## src/rtl/pipe4_pkg.sv

```systemverilog
package pipe4_pkg;

  localparam int OP_W    = 2;
  localparam int LAT_W   = 2;
  localparam int TAG_W   = 3;
  localparam int IMM_W   = 8;
  localparam int REG_CNT = 1 << TAG_W;
  localparam int INSTR_W = OP_W + LAT_W + 2 * TAG_W + IMM_W;

  typedef enum logic [OP_W-1:0] {
    OP_HALT = 2'd0,
    OP_ADDI = 2'd1,
    OP_MULI = 2'd2,
    OP_LDI  = 2'd3
  } op_e;

  typedef struct packed {
    op_e              op;
    logic [LAT_W-1:0] xlat;
    logic [TAG_W-1:0] dst;
    logic [TAG_W-1:0] src;
    logic [IMM_W-1:0] imm;
  } instr_t;

  function automatic logic reads_src(op_e op);
    return (op == OP_ADDI) || (op == OP_MULI);
  endfunction

endpackage

```

## src/rtl/p4_fetch.sv

```systemverilog
module p4_fetch
  import pipe4_pkg::*;
#(
  parameter int PC_W = 4
) (
  input  logic               clk_i,
  input  logic               rst_ni,
  input  logic               hold_i,
  input  logic [INSTR_W-1:0] word_i,
  output logic [PC_W-1:0]    addr_o,
  output logic               fd_valid_o,
  output instr_t             fd_instr_o
);

  instr_t            fetched;
  logic              at_end;
  logic [PC_W-1:0]   pc_q, pc_d;
  logic              v_q, v_d;
  instr_t            ins_q;
  logic              ins_en;

  assign fetched = instr_t'(word_i);
  assign at_end  = (fetched.op == OP_HALT);

  always_comb begin
    pc_d   = pc_q;
    v_d    = v_q;
    ins_en = 1'b0;
    if (!hold_i) begin
      v_d = !at_end;
      if (!at_end) begin
        pc_d   = pc_q + 1'b1;
        ins_en = 1'b1;
      end
    end
  end

  always_ff @(posedge clk_i or negedge rst_ni) begin
    if (!rst_ni) begin
      pc_q <= '0;
      v_q  <= 1'b0;
    end else begin
      pc_q <= pc_d;
      v_q  <= v_d;
    end
  end

  always_ff @(posedge clk_i) begin
    if (ins_en) ins_q <= fetched;
  end

  assign addr_o     = pc_q;
  assign fd_valid_o = v_q;
  assign fd_instr_o = ins_q;

  assert_hold_freezes_fetch_R4: assert property (@(posedge clk_i) disable iff (!rst_ni)
    hold_i |=> (addr_o == $past(addr_o)) && (fd_valid_o == $past(fd_valid_o)));

  assert_end_marker_parks_R8: assert property (@(posedge clk_i) disable iff (!rst_ni)
    (!hold_i && at_end) |=> (!fd_valid_o && addr_o == $past(addr_o)));

endmodule

```

## src/rtl/p4_regfile.sv

```systemverilog
module p4_regfile
  import pipe4_pkg::*;
#(
  parameter int DATA_W = 16
) (
  input  logic              clk_i,
  input  logic              rst_ni,
  input  logic              we_i,
  input  logic [TAG_W-1:0]  wtag_i,
  input  logic [DATA_W-1:0] wdata_i,
  input  logic [TAG_W-1:0]  rtag_i,
  output logic [DATA_W-1:0] rdata_o
);

  logic [DATA_W-1:0] regs_q [REG_CNT];

  for (genvar g = 0; g < REG_CNT; g++) begin : g_entry
    logic              hit;
    logic [DATA_W-1:0] q;
    assign hit = we_i && (wtag_i == TAG_W'(g));
    always_ff @(posedge clk_i or negedge rst_ni) begin
      if (!rst_ni)  q <= '0;
      else if (hit) q <= wdata_i;
    end
    assign regs_q[g] = q;
  end

  // same-cycle pass-through of the value being stored
  assign rdata_o = (we_i && (wtag_i == rtag_i)) ? wdata_i : regs_q[rtag_i];

  assert_write_lands_R9: assert property (@(posedge clk_i) disable iff (!rst_ni)
    we_i |=> regs_q[$past(wtag_i)] == $past(wdata_i));

endmodule

```

## src/rtl/p4_decode.sv

```systemverilog
module p4_decode
  import pipe4_pkg::*;
#(
  parameter int DATA_W = 16
) (
  input  logic              clk_i,
  input  logic              rst_ni,
  input  logic              fd_valid_i,
  input  instr_t            fd_instr_i,
  input  logic              busy_i,
  output logic [TAG_W-1:0]  rd_tag_o,
  input  logic [DATA_W-1:0] rd_data_i,
  output logic              hazard_o,
  output logic              de_valid_o,
  output op_e               de_op_o,
  output logic [LAT_W-1:0]  de_xlat_o,
  output logic [TAG_W-1:0]  de_dst_o,
  output logic [DATA_W-1:0] de_opnd_o,
  output logic [IMM_W-1:0]  de_imm_o
);

  logic              v_q, v_d;
  logic              data_en;
  op_e               op_q;
  logic [LAT_W-1:0]  xlat_q;
  logic [TAG_W-1:0]  dst_q;
  logic [DATA_W-1:0] opnd_q;
  logic [IMM_W-1:0]  imm_q;

  assign rd_tag_o = fd_instr_i.src;

  // read-after-write check against the token now in execute
  assign hazard_o = fd_valid_i && reads_src(fd_instr_i.op) &&
                    v_q && (dst_q == fd_instr_i.src);

  always_comb begin
    v_d     = v_q;
    data_en = 1'b0;
    if (!busy_i) begin
      v_d     = fd_valid_i && !hazard_o;
      data_en = v_d;
    end
  end

  always_ff @(posedge clk_i or negedge rst_ni) begin
    if (!rst_ni) v_q <= 1'b0;
    else         v_q <= v_d;
  end

  always_ff @(posedge clk_i) begin
    if (data_en) begin
      op_q   <= fd_instr_i.op;
      xlat_q <= fd_instr_i.xlat;
      dst_q  <= fd_instr_i.dst;
      opnd_q <= rd_data_i;
      imm_q  <= fd_instr_i.imm;
    end
  end

  assign de_valid_o = v_q;
  assign de_op_o    = op_q;
  assign de_xlat_o  = xlat_q;
  assign de_dst_o   = dst_q;
  assign de_opnd_o  = opnd_q;
  assign de_imm_o   = imm_q;

  assert_raw_inserts_bubble_R6: assert property (@(posedge clk_i) disable iff (!rst_ni)
    (hazard_o && !busy_i) |=> !de_valid_o);

  assert_busy_keeps_exec_input_R4: assert property (@(posedge clk_i) disable iff (!rst_ni)
    busy_i |=> de_valid_o && $stable(de_dst_o) && $stable(de_opnd_o) && $stable(de_xlat_o));

endmodule

```

## src/rtl/p4_execute.sv

```systemverilog
module p4_execute
  import pipe4_pkg::*;
#(
  parameter int DATA_W = 16
) (
  input  logic              clk_i,
  input  logic              rst_ni,
  input  logic              de_valid_i,
  input  op_e               de_op_i,
  input  logic [LAT_W-1:0]  de_xlat_i,
  input  logic [TAG_W-1:0]  de_dst_i,
  input  logic [DATA_W-1:0] de_opnd_i,
  input  logic [IMM_W-1:0]  de_imm_i,
  output logic              busy_o,
  output logic              es_valid_o,
  output logic [TAG_W-1:0]  es_dst_o,
  output logic [DATA_W-1:0] es_value_o
);

  logic [LAT_W-1:0]  cnt_q, cnt_d;
  logic              done;
  logic [DATA_W-1:0] result;
  logic              v_q;
  logic [TAG_W-1:0]  dst_q;
  logic [DATA_W-1:0] val_q;

  assign done   = de_valid_i && (cnt_q == de_xlat_i);
  assign busy_o = de_valid_i && !done;

  always_comb begin
    cnt_d = '0;
    if (busy_o) cnt_d = cnt_q + 1'b1;
  end

  always_comb begin
    case (de_op_i)
      OP_ADDI: result = de_opnd_i + DATA_W'(de_imm_i);
      OP_MULI: result = de_opnd_i * DATA_W'(de_imm_i);
      default: result = DATA_W'(de_imm_i);
    endcase
  end

  always_ff @(posedge clk_i or negedge rst_ni) begin
    if (!rst_ni) begin
      cnt_q <= '0;
      v_q   <= 1'b0;
    end else begin
      cnt_q <= cnt_d;
      v_q   <= done;
    end
  end

  always_ff @(posedge clk_i) begin
    if (done) begin
      dst_q <= de_dst_i;
      val_q <= result;
    end
  end

  assign es_valid_o = v_q;
  assign es_dst_o   = dst_q;
  assign es_value_o = val_q;

  assert_count_in_range_R4: assert property (@(posedge clk_i) disable iff (!rst_ni)
    de_valid_i |-> cnt_q <= de_xlat_i);

  assert_stall_feeds_bubble_R5: assert property (@(posedge clk_i) disable iff (!rst_ni)
    busy_o |=> !es_valid_o);

  assert_idle_count_zero_R4: assert property (@(posedge clk_i) disable iff (!rst_ni)
    !de_valid_i |=> cnt_q == '0);

endmodule

```

## src/rtl/pipe4_core.sv

```systemverilog
module pipe4_core
  import pipe4_pkg::*;
#(
  parameter int DATA_W = 16,
  parameter int PC_W   = 4
) (
  input  logic               clk_i,
  input  logic               rst_ni,
  output logic [PC_W-1:0]    fetch_addr_o,
  input  logic [INSTR_W-1:0] fetch_word_i,
  output logic               stall_o,
  output logic               retire_valid_o,
  output logic [TAG_W-1:0]   retire_tag_o,
  output logic [DATA_W-1:0]  retire_value_o
);

  logic              fd_valid;
  instr_t            fd_instr;
  logic              hazard;
  logic              busy;
  logic              hold_front;
  logic [TAG_W-1:0]  rd_tag;
  logic [DATA_W-1:0] rd_data;
  logic              de_valid;
  op_e               de_op;
  logic [LAT_W-1:0]  de_xlat;
  logic [TAG_W-1:0]  de_dst;
  logic [DATA_W-1:0] de_opnd;
  logic [IMM_W-1:0]  de_imm;
  logic              es_valid;
  logic [TAG_W-1:0]  es_dst;
  logic [DATA_W-1:0] es_value;

  assign hold_front = busy || hazard;

  p4_fetch #(.PC_W(PC_W)) u_fetch (
    .clk_i      (clk_i),
    .rst_ni     (rst_ni),
    .hold_i     (hold_front),
    .word_i     (fetch_word_i),
    .addr_o     (fetch_addr_o),
    .fd_valid_o (fd_valid),
    .fd_instr_o (fd_instr)
  );

  p4_decode #(.DATA_W(DATA_W)) u_decode (
    .clk_i      (clk_i),
    .rst_ni     (rst_ni),
    .fd_valid_i (fd_valid),
    .fd_instr_i (fd_instr),
    .busy_i     (busy),
    .rd_tag_o   (rd_tag),
    .rd_data_i  (rd_data),
    .hazard_o   (hazard),
    .de_valid_o (de_valid),
    .de_op_o    (de_op),
    .de_xlat_o  (de_xlat),
    .de_dst_o   (de_dst),
    .de_opnd_o  (de_opnd),
    .de_imm_o   (de_imm)
  );

  p4_execute #(.DATA_W(DATA_W)) u_execute (
    .clk_i      (clk_i),
    .rst_ni     (rst_ni),
    .de_valid_i (de_valid),
    .de_op_i    (de_op),
    .de_xlat_i  (de_xlat),
    .de_dst_i   (de_dst),
    .de_opnd_i  (de_opnd),
    .de_imm_i   (de_imm),
    .busy_o     (busy),
    .es_valid_o (es_valid),
    .es_dst_o   (es_dst),
    .es_value_o (es_value)
  );

  // store stage: the exec/store holding register writes the register file
  p4_regfile #(.DATA_W(DATA_W)) u_regfile (
    .clk_i   (clk_i),
    .rst_ni  (rst_ni),
    .we_i    (es_valid),
    .wtag_i  (es_dst),
    .wdata_i (es_value),
    .rtag_i  (rd_tag),
    .rdata_o (rd_data)
  );

  assign stall_o        = busy;
  assign retire_valid_o = es_valid;
  assign retire_tag_o   = es_dst;
  assign retire_value_o = es_value;

  assert_stall_freezes_pointer_R4: assert property (@(posedge clk_i) disable iff (!rst_ni)
    stall_o |=> fetch_addr_o == $past(fetch_addr_o));

endmodule

```

## config.mk

```make
export PLATFORM = sky130hd
export DESIGN_NAME = pipe4_core
export DESIGN_NICKNAME = d
export VERILOG_FILES = /design/src/rtl/pipe4_pkg.sv /design/src/rtl/p4_fetch.sv /design/src/rtl/p4_regfile.sv /design/src/rtl/p4_decode.sv /design/src/rtl/p4_execute.sv /design/src/rtl/pipe4_core.sv
export SDC_FILE = /design/constraint.sdc
export NUM_CORES = 1
export LEC_CHECK = 0
export CORE_AREA = 3 3 139 168
export DETAILED_ROUTE_END_ITERATION = 12
export DIE_AREA = 0 0 142 171
export PLACE_DENSITY = 0.72
export SETUP_SLACK_MARGIN = 0.5
export SLEW_MARGIN = 20
export SYNTH_ARGS = -nofsm -noshare
export SYNTH_HDL_FRONTEND = slang
export SYNTH_SLANG_ARGS = --single-unit
```

## constraint.sdc

```tcl
create_clock -name clk_i -period 4.8 [get_ports clk_i]
set_clock_uncertainty 0.05 [all_clocks]
set_input_delay 0.48 -clock clk_i [delete_from_list [all_inputs] [get_ports clk_i]]
set_output_delay 0.48 -clock clk_i [all_outputs]
set_load 0.01 [all_outputs]
```

==> reports/results.tsv <==
stage	metric	value	unit
sta	Final Max Tran Viols	0	
yosys	Mapped Cells	908	
yosys	top-area cell type share of the netlist area	28.8	%
sta	minimum clock period	4.41	ns
placement	GPL Wtd Cong	0.926	
yosys	Synth Cell Area	11900	µm²
clocking	CTS Root Cell	clkbuf_16	
routing	drt via density	5.72	
finish	layout cells sized above 1	28.3	%
sta	setup violators final	0	
sta	Tightest Pin Transition	1.14	ns
routing	WL final	25600	µm
sta	Max Fclk	227	MHz
floorplanning	initial cell density of the core	54.6	%
clocking	clock latency on the worst-skew pair	0.51	ns
global_routing	initial antenna violation count	0	
yosys	synth warn	0	
placement	number of port buffers	44	
routing	post-route ant nets	0	
outcome	outcome	completed	
floorplanning	row count	59	
sta	Slew HR	24.0	%
floorplanning	Die X	142	µm
yosys	Post-synth EDFFs	68	
yosys	Yosys cell types	52	
global_routing	first-pass GRT wire length	41600	µm
routing	initial DRC count	422	
min_path	Worst Hold Class	input port to async pin	
placement	post-DP HPWL	17100	µm
floorplanning	die area	24300	µm²
clocking	Post-CTS Hold Buffers	0	
sta	Fin Setup TNS	0	ns
clocking	clock sink count	205	
clocking	CTS tree	done	
sta	Hold Fails Final Rpt	0	
routing	DRC viols	0	
sta	RSZ-0062 raised after global routing	true	
yosys	dominant synthesized flop cell	dfrtp_1	
placement	DP Area	12700	µm²
global_routing	number of global-route vias before repair	7691	
routing	drt pass-1 iters	8	
worst_setup_path	Worst Path Arrival	4.58	ns
finish	Final #Nets	1097	
clocking	Worst-path clk slew	0.07	ns
global_routing	aggregate global routing overflow	0	
floorplanning	Die Ht	171	µm
global_routing	Overall Global Routing Usage	21.8	%
yosys	post-synth net total	1024	
floorplanning	Core ar.	21800	µm²
worst_setup_path	critical path fanouts, max	6	
worst_setup_path	CP Launch Type	flop	
worst_setup_path	CP required	4.97	ns
clocking	clk buf depth	3	
routing	Avg WL per Cell	20.2	µm
finish	ant diodes	0	
routing	detailed-route via count	7256	
worst_setup_path	reg-to-reg setup timing slack	0.39	ns
yosys	main area contributors after synthesis	dfrtp_1 29%, edfxtp_1 17%, mux2_2 12%, fa_1 10%, mux4_2 6.1%	
yosys	biggest area consumer among synthesized cells	dfrtp_1	
finish	design area	13700	µm²
yosys	Post-synth ARST share	66.8	%
finish	synth-to-layout area growth	15.5	%
worst_setup_path	Setup CP Type	flop to flop	
yosys	#FFs+latches synth	205	
clocking	TritonCTS Buffers	21	
worst_setup_path	Reg2Reg Depth	13	
worst_setup_path	Worst setup EP type	flop	
yosys	sequential share of the synthesized area	46.0	%
sta	Min Hold Slack	0.0451	ns
yosys	Avg Synthesized Cell Area	13.1	µm²
floorplanning	I/O pins	45	
clocking	H-tree Lvls	1	
finish	Layout fillers	1643	
sta	Final period util	91.9	%
global_routing	pin count of the biggest net entering global routing	105	
flow_run	MaxCap Viol Count	0	
[cell usage in the layout (no fill, tap or decap), types with 4 or more instances in the layout]
| master | instances |
|---|---|
| and2_1 | 59 |
| mux2_2 | 129 |
| nor3_1 | 4 |
| inv_1 | 80 |
| o21a_1 | 4 |
| edfxtp_1 | 68 |
| o211ai_1 | 18 |
| ha_4 | 8 |
| mux4_2 | 32 |
| o21bai_1 | 4 |
| a21oi_2 | 5 |
| a21o_1 | 4 |
| dfrtp_1 | 137 |
| buf_4 | 42 |
| fa_1 | 60 |
| nor2_1 | 31 |
| ha_1 | 25 |
| clkbuf_16 | 21 |
| xnor2_1 | 28 |
| xor2_1 | 12 |
| or4_1 | 6 |
| and2_4 | 7 |
| mux2i_1 | 17 |
| o21ai_0 | 9 |
| clkdlybuf4s50_1 | 43 |
| nand2_1 | 40 |
| a21oi_1 | 29 |
[state kept, by name, summed over array words and instances, names as in the netlist]
signal,count
u_execute.cnt_q,2
u_execute.es_value_o,16
u_regfile.g_entry.q,128
u_decode.de_dst_o,3
u_fetch.addr_o,4
u_fetch.fd_valid_o,1
u_decode.de_imm_o,8
u_decode.de_opnd_o,16
u_decode.de_valid_o,1
u_execute.es_dst_o,3
u_execute.es_valid_o,1
u_decode.de_op_o,2
u_decode.de_xlat_o,2
u_fetch.fd_instr_o,18
[path summary, 6_finish.rpt]
kind	from	endpoint
worst min register to register	u_fetch.fd_instr_o[1]	u_decode.de_imm_o[1]
worst min-delay path	rst_ni	u_regfile.g_entry[0].q[8]
worst max register to register	u_decode.de_imm_o[5]	u_execute.es_value_o[15]
worst max-delay path	u_decode.de_imm_o[5]	u_execute.es_value_o[15]
max in group asynchronous	rst_ni	u_regfile.g_entry[0].q[7]
min in group clk_i	u_fetch.fd_instr_o[1]	u_decode.de_imm_o[1]
[synthesized netlist by cell type, drive strengths merged (4+ instances only)]
cell / instances
or4: 6
mux2: 129
nor2: 31
mux2i: 17
ha: 35
clkbuf: 18
inv: 81
xor2: 12
o21ai: 11
mux4: 32
fa: 61
nor3: 7
o21bai: 5
nand2: 42
nor3b: 4
and2: 66
a21oi: 34
buf: 21
o21a: 5
o211ai: 18
dfrtp: 137
a21o: 4
edfxtp: 68
xnor2: 29
[area by class of cell]
type | instances | area [µm²] | area share (%)
clock buffers | 26 | 564 | 4.11
clock inverters | 11 | 155 | 1.13
inverters | 81 | 304 | 2.21
multi-input cells | 583 | 6120 | 44.6
flip-flops and latches | 205 | 5470 | 39.8
well taps | 274 | 343 | 2.49
repair buffers | 89 | 783 | 5.70
[routing by layer]
| metal | track usage (%) | vias up | share of wire [%] |
|---|---|---|---|
| met2 | 38.5 | 129 | 52 |
| met5 | 0 | - | 0 |
| met1 | 29.1 | 3772 | 43 |
| met3 | 2.07 | 37 | 3.2 |
| met4 | 5.51 | 0 | 1.9 |
| li1 | - | 3318 | - |
[cells by family after synthesis]
family / share of synthesized area [%]
fa+ha+maj: 13.9
mux: 19.7
xor+xnor: 3.21
buf+inv: 4.11
simple gates: 8.26
flops: 46.0
compound gates: 4.82
[worst max-delay path: stages (launching register included)]
cell	delay (ns)
edfxtp_1	0.48
buf_4	0.20
and2_1	0.17
fa_1	0.60
fa_1	0.45
fa_1	0.51
fa_1	0.42
ha_1	0.36
nand2_1	0.14
nor2_1	0.08
a2111oi_2	0.34
nor3_2	0.10
xnor2_1	0.14
o211ai_1	0.09
[metrics by stage]
| stage | setup WS, ns | instances | utilization, % |
|---|---|---|---|
| after global routing | 0.149 | 1269 | 63.1 |
| final | 0.388 | 1269 | 63.1 |
| after global placement | 0.208 | 1206 | 58.1 |
| after CTS | 0.428 | 1269 | 62.9 |
| after floorplan | 0.501 | 908 | - |
| after detailed placement | 0.145 | 1206 | 58.1 |
[timing repair]
item	4_1_cts	5_1_grt
buffers inserted	26	0
gates resized for setup	30	9
pin swaps	24	4
endpoints found under the setup margin	8	8
Power is not shown: default switching activity piles up to over one toggle a cycle in this logic, so the estimate is an artifact.
